File: config.mk
export PLATFORM = sky130hd
export DESIGN_NAME = wdt_lockable
export DESIGN_NICKNAME = d
export VERILOG_FILES = /design/src/rtl/wdt_pkg.sv /design/src/rtl/wdt_ctrl_regs.sv /design/src/rtl/wdt_downcount.sv /design/src/rtl/wdt_rd_mux.sv /design/src/rtl/wdt_lockable.sv
export SDC_FILE = /design/constraint.sdc
export NUM_CORES = 1
export LEC_CHECK = 0
export BUFFER_PORTS_ARGS = -buffer_cell sky130_fd_sc_hd__clkbuf_2
export CAP_MARGIN = 0
export CORE_MARGIN = 2
export CORE_UTILIZATION = 54
export CTS_BUF_LIST = sky130_fd_sc_hd__clkbuf_4
export CTS_CLUSTER_DIAMETER = 100
export DETAILED_ROUTE_END_ITERATION = 10
export HOLD_SLACK_MARGIN = 0.02
export MAX_ROUTING_LAYER = met4
export PLACE_DENSITY_LB_ADDON = 0.08
export SKIP_LAST_GASP = 1
export SYNTH_ARGS = -nofsm -noshare
export SYNTH_HDL_FRONTEND = slang
export SYNTH_HIERARCHICAL = 1
export SYNTH_SLANG_ARGS = --single-unit
export TNS_END_PERCENT = 20
File: constraint.sdc
create_clock -name clk -period 1.9 [get_ports clk]
set_input_delay 0.285 -clock clk [delete_from_list [all_inputs] [get_ports clk]]
set_output_delay 0.285 -clock clk [all_outputs]
set_load 0.1 [all_outputs]
File: src/rtl/wdt_pkg.sv
package wdt_pkg;
  localparam int          DATA_W     = 32;
  localparam logic [31:0] UNLOCK_KEY = 32'h1ACCE551;
  localparam int          IX_LOAD    = 0;
  localparam int          IX_COUNT   = 1;
  localparam int          IX_CTRL    = 2;
  localparam int          IX_ICLR    = 3;
  localparam int          IX_RAW     = 4;
  localparam int          IX_MASKED  = 5;
  localparam int          IX_LOCK    = 6;
  localparam int          IX_TCTRL   = 7;
  localparam int          IX_TOUT    = 8;
  localparam int          IX_ID_BASE = 9;
  localparam int          ID_COUNT   = 8;

  function automatic logic [7:0] id_byte(input int k);
    case (k)
      0: id_byte = 8'h05;
      1: id_byte = 8'h18;
      2: id_byte = 8'h04;
      3: id_byte = 8'h00;
      4: id_byte = 8'h0D;
      5: id_byte = 8'hF0;
      6: id_byte = 8'h05;
      7: id_byte = 8'hB1;
      default: id_byte = 8'h00;
    endcase
  endfunction
endpackage

File: src/rtl/wdt_ctrl_regs.sv
module wdt_ctrl_regs
  import wdt_pkg::*;
#(
  parameter int DW = 32,
  parameter int AW = 5
) (
  input  logic          clk,
  input  logic          rst_n,
  input  logic          bus_en,
  input  logic          bus_wr,
  input  logic [AW-1:0] bus_addr,
  input  logic [DW-1:0] bus_wdata,
  output logic [DW-1:0] load_q,
  output logic [1:0]    ctrl_q,
  output logic          locked_q,
  output logic          tmode_q,
  output logic [1:0]    tout_q,
  output logic          restart,
  output logic [DW-1:0] restart_val,
  output logic          clr_irq
);
  logic          wr_any, wr_ok;
  logic [DW-1:0] load_nx;
  logic [1:0]    ctrl_nx, tout_nx;
  logic          locked_nx, tmode_nx;

  function automatic logic hit(input logic [AW-1:0] a, input int ix);
    hit = (a == AW'(ix));
  endfunction

  assign wr_any = bus_en & bus_wr;
  assign wr_ok  = wr_any & ~locked_q;

  always_comb begin
    load_nx   = load_q;
    ctrl_nx   = ctrl_q;
    tmode_nx  = tmode_q;
    tout_nx   = tout_q;
    locked_nx = locked_q;
    if (wr_ok && hit(bus_addr, IX_LOAD))  load_nx  = bus_wdata;
    if (wr_ok && hit(bus_addr, IX_CTRL))  ctrl_nx  = bus_wdata[1:0];
    if (wr_ok && hit(bus_addr, IX_TCTRL)) tmode_nx = bus_wdata[0];
    if (wr_ok && hit(bus_addr, IX_TOUT))  tout_nx  = bus_wdata[1:0];
    if (wr_any && hit(bus_addr, IX_LOCK)) locked_nx = (bus_wdata != UNLOCK_KEY);
  end

  assign clr_irq     = wr_ok & hit(bus_addr, IX_ICLR);
  assign restart     = wr_ok & (hit(bus_addr, IX_LOAD) | hit(bus_addr, IX_ICLR));
  assign restart_val = hit(bus_addr, IX_LOAD) ? bus_wdata : load_q;

  always_ff @(posedge clk or negedge rst_n) begin
    if (!rst_n) begin
      load_q   <= '1;
      ctrl_q   <= '0;
      locked_q <= 1'b0;
      tmode_q  <= 1'b0;
      tout_q   <= '0;
    end else begin
      load_q   <= load_nx;
      ctrl_q   <= ctrl_nx;
      locked_q <= locked_nx;
      tmode_q  <= tmode_nx;
      tout_q   <= tout_nx;
    end
  end

  AST_LOCK_BLOCKS: assert property (@(posedge clk) disable iff (!rst_n)
    (locked_q && bus_en && bus_wr && bus_addr != AW'(IX_LOCK)) |=>
      ($stable(load_q) && $stable(ctrl_q) && $stable(tmode_q) && $stable(tout_q)));
  AST_KEY_OPENS: assert property (@(posedge clk) disable iff (!rst_n)
    (bus_en && bus_wr && bus_addr == AW'(IX_LOCK) && bus_wdata == UNLOCK_KEY) |=> !locked_q);
endmodule

File: src/rtl/wdt_downcount.sv
module wdt_downcount #(
  parameter int DW = 32
) (
  input  logic          clk,
  input  logic          rst_n,
  input  logic          cnt_en,
  input  logic          rst_en,
  input  logic [DW-1:0] load_val,
  input  logic          restart,
  input  logic [DW-1:0] restart_val,
  input  logic          clr_irq,
  output logic [DW-1:0] count_q,
  output logic          raw_q,
  output logic          rst_q
);
  logic [DW-1:0] count_nx;
  logic          raw_nx, rst_nx, at_zero;

  assign at_zero = (count_q == '0);

  always_comb begin
    count_nx = count_q;
    raw_nx   = raw_q;
    rst_nx   = rst_q;
    if (restart) begin
      count_nx = restart_val;
    end else if (cnt_en) begin
      if (at_zero) begin
        count_nx = load_val;
        raw_nx   = 1'b1;
        if (raw_q && rst_en) rst_nx = 1'b1;
      end else begin
        count_nx = count_q - 1'b1;
      end
    end
    if (clr_irq) raw_nx = 1'b0;
  end

  always_ff @(posedge clk or negedge rst_n) begin
    if (!rst_n) begin
      count_q <= '1;
      raw_q   <= 1'b0;
      rst_q   <= 1'b0;
    end else begin
      count_q <= count_nx;
      raw_q   <= raw_nx;
      rst_q   <= rst_nx;
    end
  end

  AST_ZERO_FLAGS: assert property (@(posedge clk) disable iff (!rst_n)
    (cnt_en && at_zero && !restart && !clr_irq) |=> raw_q);
  AST_ZERO_RELOADS: assert property (@(posedge clk) disable iff (!rst_n)
    (cnt_en && at_zero && !restart) |=> (count_q == $past(load_val)));
  AST_CLEAR_DROPS: assert property (@(posedge clk) disable iff (!rst_n)
    clr_irq |=> !raw_q);
  AST_RST_STICKY: assert property (@(posedge clk) disable iff (!rst_n)
    rst_q |=> rst_q);
endmodule

File: src/rtl/wdt_rd_mux.sv
module wdt_rd_mux
  import wdt_pkg::*;
#(
  parameter int DW = 32,
  parameter int AW = 5
) (
  input  logic [AW-1:0] addr,
  input  logic [DW-1:0] load_q,
  input  logic [DW-1:0] count_q,
  input  logic [1:0]    ctrl_q,
  input  logic          raw_q,
  input  logic          locked_q,
  input  logic          tmode_q,
  input  logic [1:0]    tout_q,
  output logic [DW-1:0] rdata
);
  logic [DW-1:0] id_word [ID_COUNT];

  for (genvar g = 0; g < ID_COUNT; g++) begin : g_id
    assign id_word[g] = DW'(id_byte(g));
  end

  always_comb begin
    rdata = '0;
    case (int'(addr))
      IX_LOAD:   rdata = load_q;
      IX_COUNT:  rdata = count_q;
      IX_CTRL:   rdata = DW'(ctrl_q);
      IX_RAW:    rdata = DW'(raw_q);
      IX_MASKED: rdata = DW'(raw_q & ctrl_q[0]);
      IX_LOCK:   rdata = DW'(locked_q);
      IX_TCTRL:  rdata = DW'(tmode_q);
      IX_TOUT:   rdata = DW'(tout_q);
      default: begin
        for (int k = 0; k < ID_COUNT; k++)
          if (int'(addr) == IX_ID_BASE + k) rdata = id_word[k];
      end
    endcase
  end
endmodule

File: src/rtl/wdt_lockable.sv
module wdt_lockable
  import wdt_pkg::*;
#(
  parameter int DW = 32,
  parameter int AW = 5
) (
  input  logic          clk,
  input  logic          rst_n,
  input  logic          bus_en,
  input  logic          bus_wr,
  input  logic [AW-1:0] bus_addr,
  input  logic [DW-1:0] bus_wdata,
  output logic [DW-1:0] bus_rdata,
  output logic          wd_irq,
  output logic          wd_rst
);
  logic [DW-1:0] load_q, restart_val, count_q;
  logic [1:0]    ctrl_q, tout_q;
  logic          locked_q, tmode_q, restart, clr_irq, raw_q, rst_q;

  wdt_ctrl_regs #(.DW(DW), .AW(AW)) u_regs (
    .clk(clk), .rst_n(rst_n), .bus_en(bus_en), .bus_wr(bus_wr),
    .bus_addr(bus_addr), .bus_wdata(bus_wdata), .load_q(load_q),
    .ctrl_q(ctrl_q), .locked_q(locked_q), .tmode_q(tmode_q), .tout_q(tout_q),
    .restart(restart), .restart_val(restart_val), .clr_irq(clr_irq)
  );

  wdt_downcount #(.DW(DW)) u_cnt (
    .clk(clk), .rst_n(rst_n), .cnt_en(ctrl_q[0]), .rst_en(ctrl_q[1]),
    .load_val(load_q), .restart(restart), .restart_val(restart_val),
    .clr_irq(clr_irq), .count_q(count_q), .raw_q(raw_q), .rst_q(rst_q)
  );

  wdt_rd_mux #(.DW(DW), .AW(AW)) u_rd (
    .addr(bus_addr), .load_q(load_q), .count_q(count_q), .ctrl_q(ctrl_q),
    .raw_q(raw_q), .locked_q(locked_q), .tmode_q(tmode_q), .tout_q(tout_q),
    .rdata(bus_rdata)
  );

  assign wd_irq = tmode_q ? tout_q[0] : (raw_q & ctrl_q[0]);
  assign wd_rst = tmode_q ? tout_q[1] : rst_q;
endmodule

After elaboration in Yosys (flattened, before gate mapping). Cells that the tools add are included.

Flip-flop bits (word level): 72. Bits of input ports: 41. Output and inout bits: 34. Logic and storage cells: 68.

Add/subtract/negate cells: 1. Equal/unequal tests: 18. Muxes and demuxes: 19. Bitwise gates (word level): 9. Reductions and logical operators: 13.

Operators with widths (count): one-hot mux 32 bit (8 select lines) (1); 2-to-1 mux 32 bit (4); == test 5 bit, second input constant (8); logical NOT 32 bit (1); inequality test 32 x 29 -> 1 bit, second input constant (1); subtractor 32 x 1 -> 32 bit, second input constant (1); 2-to-1 mux 8 bit (3); == test 5 x 3 -> 1 bit, second input constant (4); 2-to-1 mux 5 bit (4); == test 5 x 2 -> 1 bit, second input constant (2); bitwise AND 1 bit (6); logical AND 1 bit (6); 2-to-1 mux 1 bit (6); nonzero test 2 bit (3); == test 5 x 1 -> 1 bit, second input constant (1); == test 5 x 4 -> 1 bit, second input constant (1); logical NOT 5 bit (1); AND reduction 4 bit (1); 2-to-1 mux 3 bit (1); AND reduction 3 bit (1); inequality test 2 x 1 -> 1 bit, second input constant (1); inverter 1 bit (2); bitwise OR 1 bit (1).

Longest topological paths before layout. Gate-level depths: netlist of run 1.

Depth after elaboration: 10. Gate-level depth with buffers: 9. Gate-level depth less buffers: 7.

By module. The synthesis of run 1 kept the hierarchy.

Modules (own cells, without submodules): wdt_downcount (instances 1, cells each 305, area an instance 2560.0 um2, seq. area each 890.9 um2); wdt_ctrl_regs (instances 1, cells each 139, area an instance 2045.7 um2, seq. area each 991.0 um2); wdt_rd_mux (instances 1, cells each 85, area an instance 649.4 um2, seq. area each 0.0 um2); wdt_lockable (instances 1, cells each 4, area an instance 27.5 um2, seq. area each 0.0 um2).

Least setup slack after synthesis of run 1. OpenSTA, ideal clock, no wires.

Kind: input port to output port. Start point: input port bus_addr[0]. End point: output port bus_rdata[1]. Data arrival time: 2949 ps. Data required time: 1615 ps. Path slack: -1334 ps. Stages on the path: 4. Path buffers: 2. Cells stage by stage: buf_6 -> clkbuf_1 -> o32a_1 -> nor3_1.

Longest elaborated chain between the ends: 9. Elaborated cells on any way between the ends: 23. Those cells by class: eq/ne: 14; mux: 8; reduce/logical: 1.

Ends and longest elaborated chain: start, declared (RTL line wdt_lockable.sv:11) `input logic [AW-1:0] bus_addr,`; == test 5 bit (RTL line wdt_rd_mux.sv:36) `if (int'(addr) == IX_ID_BASE + k) rdata = id_word[k];`; 2-to-1 mux 5 bit (4 in series) (RTL line wdt_rd_mux.sv:36); 2-to-1 mux 8 bit (3 in series) (RTL line wdt_rd_mux.sv:36); one-hot mux 32 bit (8 select lines) * (RTL line wdt_rd_mux.sv:25) `case (int'(addr))`; end, declared (RTL line wdt_lockable.sv:13) `output logic [DW-1:0] bus_rdata,`.

Every way passes the cells marked *; elsewhere a longest branch is shown, timed or not.

Worst setup path in the final report of run 1.
Start point: register u_cnt.count_q[1]. End point: output port bus_rdata[1].

Longest elaborated chain between the ends: 1.

Ends and longest elaborated chain: start, declared (RTL line wdt_downcount.sv:12) `output logic [DW-1:0] count_q,`; start signal, assigned (RTL line wdt_downcount.sv:45) `count_q <= count_nx;`; one-hot mux 32 bit (8 select lines) (RTL line wdt_rd_mux.sv:25).

Every way passes these cells.

==> results of run 1 <==
power by group through the flow:
stage	clock network (W)	logic (W)	registers [W]
floorplan	0	0.00207	0.00258
global placement	0	0.00352	0.00252
detailed placement	0	0.00361	0.00254
CTS	0.000797	0.00368	0.00255
global route	0.000866	0.00408	0.00263
finish	0.000783	0.00380	0.00257
through the flow:
step                      hold slack (ns)  cells   util  setup WS (ns)  setup TNS, ns
after floorplan                   -0.0106    533      -         -0.274          -5.11
after global placement              0.350    796  0.726        -0.0335         -0.287
after detailed placement            0.356    796  0.726         -0.164          -4.29
after CTS                           0.106    811  0.742         -0.286          -1.77
after global routing                0.114    817  0.766         -0.303          -6.30
final                               0.117    817  0.766         -0.251          -3.47
area by class of cell:
class / instances / area share
well taps: 133 / 0.0225
clock buffers: 10 / 0.0102
multi-input cells: 418 / 0.461
repair buffers: 177 / 0.248
inverters: 4 / 0.00203
clock inverters: 3 / 0.00169
flip-flops and latches: 72 / 0.255
state kept, by name, indices dropped and copies added, names as in the netlist:
register,flops
u_cnt/rst_q,1
u_regs/locked_q,1
u_regs/load_q,32
u_regs/ctrl_q,2
u_cnt/raw_q,1
u_regs/tout_q,2
u_cnt/count_q,32
u_regs/tmode_q,1
timing repair:
| action | 4_1_cts | 5_1_grt |
|---|---|---|
| hold buffers | 1 | 0 |
| pin swaps | 1 | 9 |
| endpoints found under the setup margin | 62 | 64 |
| resized for setup | 8 | 27 |
| gates cloned | 0 | 4 |
| buffers inserted | 1 | 2 |
| hold endpoints to repair | 8 | 0 |
metal layers:
metal	GRT usage	vias to the layer above	routed length (um)
met2	0.514	201	8150
met1	0.422	2510	7150
met3	0.0366	35	1020
met4	0.107	0	341
met5	-	-	0
li1	-	2339	-
kinds of logic (layout without fill, tap and decap cells):
group / Yosys count / after routing
compound gates: 143 / 143
xor+xnor: 18 / 18
simple gates: 170 / 170
mux: 85 / 85
fa+ha+maj: 2 / 2
buf+inv: 43 / 194
flops: 72 / 72
how the worst max path moves through the flow:
stage / from / end / cells after the start
2_1_floorplan: bus_addr[0] / bus_rdata[7] / 4
3_3_place_gp: bus_wr / u_cnt/count_q[24]$_DFFE_PN1P_ / 8
3_5_place_dp: u_cnt/count_q[29]$_DFFE_PN1P_ / u_cnt/count_q[7]$_DFFE_PN1P_ / 6
4_1_cts: u_cnt/count_q[1]$_DFFE_PN1P_ / bus_rdata[1] / 6
5_1_grt: u_cnt/count_q[1]$_DFFE_PN1P_ / bus_rdata[1] / 6
6_report: u_cnt/count_q[1]$_DFFE_PN1P_ / bus_rdata[1] / 6
cells in the final DEF, fill, tap and decap left out, types with 7 or more instances in the layout:
cell type	n
buf_4	84
mux2i_1	12
clkbuf_2	37
mux2_2	72
a31oi_1	9
nand4_1	7
buf_12	41
a22o_2	13
xnor2_1	11
nor3_1	25
o21ai_0	7
buf_6	7
dfstp_2	64
o21ai_1	29
nor3b_1	28
a21oi_1	34
clkbuf_4	10
xor2_1	7
a22o_4	11
nand3_1	12
nor4_1	7
dfrtp_1	7
nor2_1	26
nand2_1	19
critical path: stages, from the launching register on:
cell	delay (ns)
dfstp_2	0.57
buf_6	0.10
and3b_1	0.16
a31oi_1	0.05
o32a_1	0.21
nor3_4	0.16
buf_12	0.20
==> impl_metrics.json, run 1 <==
{
  "status": "finished, violations left",
  "violations": "negative setup slack",
  "grt_usage": 0.320,
  "synth_xor_area_frac": 0.0298,
  "leakagePower_nw": 3.13,
  "synth_compound_area_frac": 0.184,
  "swShare": 0.410,
  "end_kind": "primary output",
  "pwr-share-clk": 0.109,
  "p_comb_frac": 0.532,
  "critPathRequiredTime_ns": 1.62,
  "syn_nets": 576,
  "n_fill_cell": 697,
  "synth.top_cell.area_share": 0.318,
  "place.gp.congestion": 0.865,
  "yosysSeqAreaShare": 0.356,
  "synth_seq_cells": 72,
  "cts.sinks": 72,
  "p_int_w": 0.00422,
  "start_util": 0.548,
  "synthCells": 533,
  "drive_above_1_share": 0.560,
  "slew_headroom": 0.616,
  "pwr_density_cell_nw_per_um2": 968,
  "core-area_sq_um": 9640,
  "worstPathArrival_ns": 1.87,
  "min_period_ns": 2.15,
  "port_buffers": 74,
  "vdd_ir_drop_max_mv": 0.597,
  "crit-reg2reg-launch": "u_cnt/count_q[2]$_DFFE_PN1P_",
  "drc": 0,
  "drt_iter0_markers": 314,
  "antenna_found_initial": 0,
  "critPathLaunchType": "register",
  "first_pass_iters": 5,
  "ys_top_cells_by_area": "dfstp_2, mux2_2, nor3b_1",
  "yosysUniqueCellTypes": 68,
  "pwr-share-seq": 0.359,
  "synth_mux_area_frac": 0.179,
  "clkLatencyLatePin_ns": 0.42,
  "path_class": "register to primary output",
  "fin_skew_ns": 0.0121,
  "synthSimpleGateAreaFrac": 0.200,
  "die_h_um": 103,
  "vias": 5085,
  "seq_area_sq_um": 1880,
  "wl_per_cell_um": 20.4,
  "power.switching_w": 0.00293,
  "vias_per_cell": 6.22,
  "fin_nets": 725,
  "synth_ff_type": "dfstp_2",
  "cts.clk_slew.worst_paths_ns": 0.11,
  "ant_nets": 0,
  "synth_common_cells": "mux2_2, dfstp_2, a21oi_1, o21ai_1, nor3b_1",
  "rsz0062_at_grt": "true",
  "h-tree-depth": 3,
  "grt_max_degree": 73,
  "syn_to_final_growth_pct": 39.9,
  "holdPathStages": 2,
  "min_to": "u_regs/load_q[15]$_DFFE_PN1P_",
  "rows": 36,
  "die_area_sq_um": 10600,
  "synth_top_family_by_area": "simple AND/OR/NAND/NOR gates",
  "grt_overflow": 0,
  "drv_cap": 0,
  "min_path_type": "primary input to register",
  "finalMaxSlewViolations": 0,
  "yosys_warnings": 6,
  "finalWorstSetupSlack_ns": -0.251,
  "cts_buffers": 9,
  "clock.fmax_ghz": 0.465,
  "cts_tree": "done",
  "synth_top_cell_by_area": "dfstp_2",
  "dp_hpwl_mm": 11.5,
  "final_hold_viol_count": 0,
  "worst_slew_pin_slew_ns": 0.568,
  "grt_pass1_vias": 4880,
  "finalSetupViolCount": 36,
  "synth_async_sr_flop_share": 1.00,
  "grt_pass1_wl_mm": 25.3,
  "num_antenna_cells": 0,
  "pin_count": 75,
  "netlist_area_sq_um": 5280,
  "totalWireLength_mm": 16.7,
  "synth_edf_count": 0,
  "synthAdderAreaFrac": 0.00474,
  "postPlaceCellArea_sq_um": 7000,
  "total_power_w": 0.00715,
  "rr_worst_depth": 6,
  "timing.final.crit_share": 1.13,
  "clockBufferDepth": 2,
  "multiInputGateArea_sq_um": 3410,
  "yosysMostFrequentCell": "mux2_2",
  "r2r_end": "u_cnt/count_q[21]$_DFFE_PN1P_",
  "min_from": "bus_wdata[15]",
  "die_w_um": 103,
  "r2r_slack_ns": -0.04,
  "clockRootBuffer": "clkbuf_4",
  "syn_area_per_cell_sq_um": 9.91,
  "cp_max_fo": 4,
  "finish.instance_area_sq_um": 7390
}
(Power assumes the default switching activity.)
==> inputs of run 2 (changes only) <==
--- a/config.mk
+++ b/config.mk
@@ -5,10 +5,11 @@
 export SDC_FILE = /design/constraint.sdc
 export NUM_CORES = 1
 export LEC_CHECK = 0
+export ABC_AREA = 1
 export BUFFER_PORTS_ARGS = -buffer_cell sky130_fd_sc_hd__clkbuf_2
 export CAP_MARGIN = 0
 export CORE_MARGIN = 2
-export CORE_UTILIZATION = 54
+export CORE_UTILIZATION = 55
 export CTS_BUF_LIST = sky130_fd_sc_hd__clkbuf_4
 export CTS_CLUSTER_DIAMETER = 100
 export DETAILED_ROUTE_END_ITERATION = 10
==> run 2 against run 1 <==
  * Setup slack improved by 0.29 ns
  * Final cell count up 31%
  * Largest power group unchanged
  * Register-to-register slack improved by 0.18 ns
  * Sequential power is 7.8% higher
  * The flow now finishes without violations
  * Via count grew 17%
  * Hold slack lost 0.041 ns
  * Global-route usage grew 0.37 points
  * Maximum frequency increased by 15%
  * Routed wire length rose by 5.0%
  * Critical path type is now primary input to primary output
==> impl_metrics.json, run 2 <==
{
  "status": "completed",
  "synth_mux_area_frac": 0,
  "slowest_delay_ns": 0.30,
  "worst_slew_pin_slew_ns": 0.542,
  "synth_async_sr_flop_share": 1.00,
  "die_w_um": 109,
  "totalWireLength_mm": 17.5,
  "grt_max_degree": 73,
  "first_pass_iters": 5,
  "clkLatencyLatePin_ns": 0.44,
  "drt_iter0_markers": 479,
  "fin_nets": 972,
  "cpMostUsedCell": "nand3_1",
  "endpoint": "bus_rdata[5]",
  "vias": 5952,
  "end_kind": "primary output",
  "yosysUniqueCellTypes": 41,
  "yosys_warnings": 6,
  "finalWorstSetupSlack_ns": 0.0375,
  "synth_top_family_by_area": "simple AND/OR/NAND/NOR gates",
  "rsz0062_at_grt": "true",
  "r2r_end": "u_cnt/count_q[8]$_DFFE_PN1P_",
  "synth_seq_cells": 72,
  "grt_pass1_wl_mm": 28.8,
  "die_area_sq_um": 11800,
  "grt_overflow": 0,
  "r2r_slack_ns": 0.14,
  "die_h_um": 109,
  "grt_pass1_vias": 5784,
  "clockBufferDepth": 2,
  "final_common_cell": "nand2_1",
  "slew_headroom": 0.640,
  "cp_max_fo": 6,
  "synth_common_cells": "nand2_1, inv_1, nor2_1, dfstp_2, o21ai_2",
  "fin_skew_ns": 0.0217,
  "synth_ff_type": "dfstp_2",
  "reg_top3": "u_cnt/count_q (32), u_regs/load_q (32)",
  "path_cells": "clkbuf_2, inv_1, nand3_1, nor2_1, a31oi_1, nand3_1, buf_12",
  "num_antenna_cells": 0,
  "syn_area_per_cell_sq_um": 7.15,
  "startpoint": "bus_addr[4]",
  "ant_nets": 0,
  "synth_xor_area_frac": 0.0116,
  "syn_to_final_growth_pct": 21.6,
  "layout_common_cells": "nand2_1, inv_1, nor2_1",
  "dp_hpwl_mm": 13.1,
  "synth_top_cell_by_area": "dfstp_2",
  "synth_compound_area_frac": 0.204,
  "timing.final.crit_share": 0.980,
  "synthCells": 845,
  "grt_usage": 0.323,
  "h-tree-depth": 3,
  "yosysSeqAreaShare": 0.312,
  "clockRootBuffer": "clkbuf_4",
  "finalSetupViolCount": 0,
  "grt.busiest_layer": "met2",
  "cts.sinks": 72,
  "fin_tns_setup_ns": 0,
  "synth_edf_count": 0,
  "rr_worst_depth": 9,
  "drv_cap": 0,
  "met2_usage": 0.502,
  "worstPathArrival_ns": 1.58,
  "crit-reg2reg-launch": "u_cnt/count_q[0]$_DFFE_PN1P_",
  "min_period_ns": 1.86,
  "drive_above_1_share": 0.330,
  "port_buffers": 74,
  "core-area_sq_um": 10800,
  "cts_tree": "done",
  "ys_top_cells_by_area": "dfstp_2, nand2_1, o21ai_2",
  "synth.top_cell.area_share": 0.278,
  "gr-usage-met3": 0.0389,
  "antenna_found_initial": 0,
  "min_path_type": "primary input to register",
  "yosysMostFrequentCell": "nand2_1",
  "gr-usage-met1": 0.436,
  "place.gp.congestion": 0.909,
  "drc": 0,
  "cts_buffers": 9,
  "path_class": "primary input to primary output",
  "netlist_area_sq_um": 6040,
  "finalMaxSlewViolations": 0,
  "synthAdderAreaFrac": 0.00414,
  "synthSimpleGateAreaFrac": 0.355,
  "post-place-ws_ns": 0.0719,
  "critPathLaunchType": "primary input",
  "vdd_ir_drop_max_mv": 0.546,
  "cts.clk_slew.worst_paths_ns": 0.13,
  "vias_per_cell": 5.54,
  "critPathRequiredTime_ns": 1.62,
  "final_hold_viol_count": 0,
  "wl_per_cell_um": 16.3,
  "pwr_density_cell_nw_per_um2": 1070,
  "pin_count": 75,
  "leakagePower_nw": 3.47,
  "syn_nets": 888,
  "clock.fmax_ghz": 0.537,
  "crit_slowest_cell": "a31oi_1",
  "rows": 38,
  "start_util": 0.560
}
-- run 2: cell types whose count changed in the layout (fill, tap and decap cells not counted), moves of 28 or more --
| cell | change |
|---|---|
| nand2_1 | +241 |
| inv_1 | +92 |
| mux2_2 | -72 |
| buf_4 | -67 |
| o21ai_2 | +63 |
| nor2_1 | +54 |
| nand3_1 | +41 |
| a22oi_1 | +30 |
| nor3b_1 | -28 |
| o21ai_1 | -28 |
-- run 2: where the power goes --
| group | internal (W) | switching, W | leakage (nW) |
|---|---|---|---|
| clock | 0.000419 | 0.000565 | 0.0757 |
| sequential | 0.00218 | 0.000591 | 0.764 |
| combinational | 0.00142 | 0.00267 | 2.63 |
| total | 0.00401 | 0.00382 | 3.47 |
-- run 2: timing repair --
item                       in CTS  in global routing
cloned                          0                  0
resized for setup               1                  2
hold buffers                    1                  0
pin swaps                       0                  1
setup buffers                   1                  3
setup endpoints to repair       1                  9
hold endpoints to repair        8                  0
-- run 2: worst min path at each step --
stage                       start                             to  slack (ns)  depth (start not counted)
finish              bus_wdata[18]  u_regs/load_q[18]$_DFFE_PN1P_        0.08                          3
global route        bus_wdata[18]  u_regs/load_q[18]$_DFFE_PN1P_        0.06                          3
CTS                 bus_wdata[18]  u_regs/load_q[18]$_DFFE_PN1P_        0.06                          3
detailed placement          rst_n        u_cnt/raw_q$_DFFE_PN0P_        0.36                          2
global placement            rst_n        u_cnt/raw_q$_DFFE_PN0P_        0.35                          2
floorplan                   rst_n        u_cnt/raw_q$_DFFE_PN0P_       -0.01                          0
-- run 2: metrics by stage --
stage	cells	utilization	hold WS (ns)	power [W]	cell area [sq um]
floorplan	845	-	-0.0106	0.00561	6070
detailed placement	1053	0.664	0.358	0.00676	7170
CTS	1071	0.678	0.0577	0.00779	7320
global placement	1053	0.664	0.351	0.00666	7170
finish	1074	0.681	0.0758	0.00783	7350
global route	1074	0.681	0.0604	0.00846	7350
-- run 2: final cells by class --
| type | instances | area, sq um |
|---|---|---|
| well taps | 140 | 175 |
| repair buffers | 105 | 1250 |
| clock inverters | 5 | 47.5 |
| multi-input cells | 636 | 3510 |
| clock buffers | 11 | 82.6 |
| fillers | 942 | 3450 |
| inverters | 105 | 395 |
| flip-flops and latches | 72 | 1880 |
-- run 2: worst max-delay path, delay by kind of cell --
family	cells	cell delay (ns)
simple gates	3	0.46
compound gates	1	0.30
buf+inv	3	0.53
-- run 2: kinds of logic after synthesis --
kind of cell	Yosys count
buf+inv	137
xor+xnor	8
flops	72
fa+ha+maj	2
compound gates	161
simple gates	465
-- run 2: metal layers --
layer	wire length (um)	part of all wire
met3	1070	0.061
met2	8100	0.46
met5	0	0
met1	8010	0.46
met4	316	0.018
